==> src/rtl/tach_pkg.sv <==
package tach_pkg;

    typedef enum logic [1:0] {
        ST_IDLE    = 2'd0,
        ST_ARM     = 2'd1,
        ST_MEASURE = 2'd2,
        ST_STALLED = 2'd3
    } tach_state_e;

    // quarter of a period, rounded to nearest (ties upward)
    function automatic int unsigned quarter_round(input int unsigned period);
        return (period + 32'd2) / 32'd4;
    endfunction

endpackage

==> src/rtl/tach_fsm.sv <==
module tach_fsm
    import tach_pkg::*;
#(
    parameter int          CNT_W       = 20,
    parameter int unsigned TIMEOUT_CYC = 1_000_000
) (
    input  logic             clk,
    input  logic             rst_n,
    input  logic             enable,
    input  logic             settle,
    input  logic             rise,
    input  logic [CNT_W:0]   win_lo,
    input  logic [CNT_W:0]   win_hi,
    output logic [CNT_W-1:0] meas_value,
    output logic             meas_evt,
    output logic             err_evt
);

    localparam logic [CNT_W-1:0] LIMIT = CNT_W'(TIMEOUT_CYC);

    tach_state_e      state_q;
    tach_state_e      state_d;
    logic [CNT_W-1:0] cnt_q;
    logic             limit_hit;
    logic             out_of_win;

    assign limit_hit  = (cnt_q >= LIMIT);
    assign out_of_win = ({1'b0, cnt_q} < win_lo) || ({1'b0, cnt_q} > win_hi);

    // state register
    always_ff @(posedge clk or negedge rst_n) begin
        if (!rst_n) begin
            state_q <= ST_IDLE;
        end else begin
            state_q <= state_d;
        end
    end

    // transitions
    always_comb begin
        state_d = state_q;
        unique case (state_q)
            ST_IDLE: begin
                if (enable) state_d = ST_ARM;
            end
            ST_ARM: begin
                if (!enable)        state_d = ST_IDLE;
                else if (rise)      state_d = ST_MEASURE;
                else if (limit_hit) state_d = ST_STALLED;
            end
            ST_MEASURE: begin
                if (!enable)        state_d = ST_IDLE;
                else if (rise)      state_d = ST_MEASURE;
                else if (limit_hit) state_d = ST_STALLED;
            end
            ST_STALLED: begin
                if (!enable)   state_d = ST_IDLE;
                else if (rise) state_d = ST_MEASURE;
            end
            default: state_d = ST_IDLE;
        endcase
    end

    // counter, result register and event pulses
    always_ff @(posedge clk or negedge rst_n) begin
        if (!rst_n) begin
            cnt_q      <= '0;
            meas_value <= '0;
            meas_evt   <= 1'b0;
            err_evt    <= 1'b0;
        end else begin
            meas_evt <= 1'b0;
            err_evt  <= 1'b0;
            unique case (state_q)
                ST_IDLE: begin
                    cnt_q <= '0;
                end
                ST_ARM, ST_MEASURE: begin
                    if (rise) begin
                        cnt_q <= CNT_W'(1);
                        if (state_q == ST_MEASURE) begin
                            meas_value <= cnt_q;
                            meas_evt   <= 1'b1;
                            err_evt    <= out_of_win & ~settle;
                        end
                    end else if (limit_hit) begin
                        err_evt <= ~settle;
                    end else begin
                        cnt_q <= cnt_q + 1'b1;
                    end
                end
                ST_STALLED: begin
                    if (rise) cnt_q <= CNT_W'(1);
                end
                default: cnt_q <= '0;
            endcase
        end
    end

endmodule

==> config.mk <==
export PLATFORM = sky130hd
export DESIGN_NAME = tach_fsm
export DESIGN_NICKNAME = d
export VERILOG_FILES = /design/src/rtl/tach_pkg.sv /design/src/rtl/tach_fsm.sv
export SDC_FILE = /design/constraint.sdc
export NUM_CORES = 1
export LEC_CHECK = 0
export ABC_CLOCK_PERIOD_IN_PS = 4200
export CORE_MARGIN = 2
export CORE_UTILIZATION = 50
export CTS_BUF_LIST = sky130_fd_sc_hd__clkbuf_8
export DETAILED_ROUTE_END_ITERATION = 10
export PLACE_DENSITY = 0.82
export SYNTH_ARGS = -nofsm -noshare
export SYNTH_HDL_FRONTEND = slang
export SYNTH_SLANG_ARGS = --single-unit
export TNS_END_PERCENT = 1
==> constraint.sdc <==
create_clock -name clk -period 4.2 [get_ports clk]
set_clock_uncertainty 0.2 [all_clocks]
set_input_delay 0.84 -clock clk [delete_from_list [all_inputs] [get_ports clk]]
set_output_delay 0.84 -clock clk [all_outputs]
set_load 0.01 [all_outputs]
==> results.py <==
metrics = {
    "run_status": {
        "outcome": "complete, no violations",
    },
    "worst_setup_path": {
        "crit_type": "primary input to flop",
        "path_max_fanout": 15,
        "crit_chain": "clkdlybuf4s50_1 > and2b_2 > nand2b_1 > a211o_1 > or3_1 > o21ai_1",
        "r2r_setup_slack_ns": 1.58,
        "cp_slowest_cell": "a211o_1",
        "critPathLaunchType": "primary input",
        "critPathCaptureType": "flop",
        "worst_ep_arrival_time_ns": 2.95,
        "critPathMaxStageDelay_ns": 0.53,
        "critical_path_required_ns": 4.23,
    },
    "drt": {
        "ant_nets": 0,
        "wl_per_cell_um": 15.09,
        "wl_um": 7547,
        "drtIter0Drc": 168,
        "avgViaCountPerCell": 5.664,
        "drc": 0,
        "dr.pass1.iters": 5,
        "vias": 2832,
    },
    "grt": {
        "grt_pass1_vias": 2710,
        "antenna_found_initial": 0,
        "grt_pass1_wl_um": 12380,
        "grt-ovfl-total": 0,
        "grt_max_degree": 45,
        "grt_usage_pct": 21.27,
    },
    "place": {
        "hpwl_um": 5689,
        "place_ws_ns": 1.004,
        "place.gp.congestion": 0.8389,
        "place_area_um2": 3955,
        "numPortBuffers": 68,
    },
    "power_and_ir_drop": {
        "power_frac_seq_pct": 41.7,
        "fin_total_pwr_w": 0.001141,
        "internal_power_w": 0.0007566,
        "power_leakage_nw": 2.026,
        "clockPowerShare_pct": 23.7,
        "power.density_nw_per_um2": 282.1,
        "p_sw_w": 0.0003846,
        "swShare_pct": 33.70,
        "combPwrFrac_pct": 34.6,
        "ir_drop_mv": 0.2465,
    },
    "logic_synthesis": {
        "synth_top_family_by_area": "simple AND/OR/NAND/NOR gates",
        "synth_top_cell_by_area": "dfrtp_1",
        "synthMuxAreaShare_pct": 6.209,
        "ys_seq_area_share_pct": 33.94,
        "synth-adder-area-share_pct": 17.35,
        "yosysWarnings": 0,
        "ys.flop_type": "dfrtp_1",
        "synthDominantCellAreaShare_pct": 33.94,
        "synth.net_count": 447,
        "synth_area_leaders": "dfrtp_1 34%, ha_1 17%, mux2_2 5.9%, inv_1 5.4%, o21ai_0 4.5%",
        "synthArstFlopShare_pct": 100.0,
        "syn_area_per_cell_um2": 9.139,
        "synth_edf_count": 0,
        "syn_inst": 355,
        "ys_types": 53,
        "syn_area_um2": 3244,
        "yosys.area_share.simple_pct": 18.09,
        "synth-xor-area-share_pct": 0,
        "synth_compound_area_share_pct": 16.85,
        "ys_seq_elements": 44,
    },
    "cts": {
        "clk_pin_slew_ns": 0.08,
        "cts-root-buf": "clkbuf_8",
        "numCtsBuffers": 5,
        "cts_setup_buffers": 0,
        "insertion_delay_ns": 0.30,
        "h-tree-depth": 2,
        "cts_buffer_depth": 2,
        "cts_sinks": 44,
        "cts_resized": 0,
        "cts-hold-fix-buffers": 0,
        "cts_tree": "built",
    },
    "floorplan": {
        "die-area_um2": 7149,
        "io_pins": 69,
        "rows": 29,
        "core_um2": 6314,
        "initial_core_util_pct": 51.39,
        "dieHeight_um": 84.55,
        "die_w_um": 84.55,
    },
    "timing": {
        "max_freq_mhz": 342.8,
        "slew_headroom_pct": 35.59,
        "fin_crit_ns": 2.918,
        "rsz0062_at_grt": "false",
        "final.setup.worst_slack_ns": 1.282,
        "finalHoldViolations": 0,
        "worstMarginPinSlew_ns": 0.9661,
        "setup_viol": 0,
        "post-route-period-util_pct": 69.47,
        "drv_slew": 0,
        "tns_ns": 0,
    },
    "cells_and_area": {
        "utilization_pct": 64.07,
        "num-nets-final": 514,
        "drive_above_1_share_pct": 8.983,
        "syn_to_final_growth_pct": 24.68,
        "antenna-diode-count": 0,
        "stdcell_area_um2": 4045,
    },
    "job": {
        "cap_violations": 0,
    },
    "min_path": {
        "hp-class": "flop to flop",
    },
}
[routing by layer]
layer / up-vias / track usage (%) / share of wire (%)
li1: 1408 / - / -
met1: 1308 / 27.28 / 44
met2: 110 / 36.51 / 48
met3: 6 / 4.031 / 6.7
met4: 0 / 6.349 / 1.1
met5: - / 0 / 0
[registers in the layout, summed over array words and instances (netlist names)]
name,cells
cnt_q,20
err_evt,1
meas_evt,1
meas_value,20
state_q,2
[kinds of logic (layout without fill, tap and decap cells)]
kind of cell	Yosys count	after routing
multiplexers	18	18
AND/OR/NAND/NOR	103	103
flip-flops	44	44
buffers and inverters	56	124
AO/OA/AOI/OAI	89	89
adder cells (fa/ha/maj)	45	45
[stage by stage]
step	instances	hold WS, ns
2_1_floorplan	355	0.3162
3_3_place_gp	492	0.2737
3_5_place_dp	492	0.2814
4_1_cts	500	0.2997
5_1_grt	500	0.3382
6_report	500	0.2873
[path summary, 6_finish.rpt]
path,from,cells past startpoint,endpoint
setup / recovery,rise,6,cnt_q[17]
hold / removal,meas_value[5],2,meas_value[5]
setup reg to reg,state_q[1],7,cnt_q[17]
hold reg to reg,meas_value[5],2,meas_value[5]
max in group asynchronous,rst_n,1,cnt_q[18]
min in group asynchronous,rst_n,1,meas_value[9]
[power groups by stage]
stage | Sequential (W) | Combinational (W) | Clock [W]
2_1_floorplan | 0.000481 | 0.000269 | 0
3_3_place_gp | 0.000482 | 0.000378 | 0
3_5_place_dp | 0.000484 | 0.000392 | 0
4_1_cts | 0.000476 | 0.000395 | 0.000274
5_1_grt | 0.000480 | 0.000446 | 0.000293
6_report | 0.000476 | 0.000395 | 0.000270
[cells in the mapped netlist (all sizes together) (3+ instances only)]
cell / instances
inv: 47
ha: 45
dfrtp: 44
o21ai: 31
nand2: 25
a21oi: 24
mux2: 17
nor2: 17
nand3: 14
nand4: 11
o31ai: 9
buf: 6
nor3: 6
a21o: 5
nand2b: 5
a31oi: 4
and2: 3
and3: 3
clkbuf: 3
nand4b: 3
nor4: 3
[critical path, delay by kind of cell]
kind | cells | cell delay (ns)
simple gates | 3 | 1.00
compound gates | 2 | 0.61
buf+inv | 1 | 0.49
[cell usage in the layout, fill, tap and decap left out, types with 2 or more instances in the layout]
cell type / n
nand2_1: 25
a31oi_1: 4
and2_1: 3
a2111oi_0: 2
nand3_2: 2
nand3b_1: 2
a21o_1: 4
o41ai_1: 2
inv_1: 49
o21ai_0: 29
o31ai_1: 8
mux2_2: 17
nor2_1: 17
clkbuf_8: 6
nand3_1: 12
and3_1: 2
clkdlybuf4s50_1: 67
dfrtp_1: 44
a22o_1: 2
o21ai_1: 2
a21boi_0: 2
nand4_2: 2
nand4b_1: 3
nand2b_1: 5
nand4_1: 9
a21oi_1: 24
nor3_1: 6
and4_1: 2
a211o_1: 2
or2_2: 2
ha_1: 45
[cell type report]
type | instances | area (um^2)
clock buffers | 6 | 82.58
flip-flops and latches | 44 | 1101
multi-input cells | 255 | 1898
inverters | 47 | 176.4
fillers | 512 | 2268
repair buffers | 69 | 683.2
clock inverters | 2 | 7.507
well taps | 77 | 96.34
No activity file was read; power rests on OpenSTA's default activity.
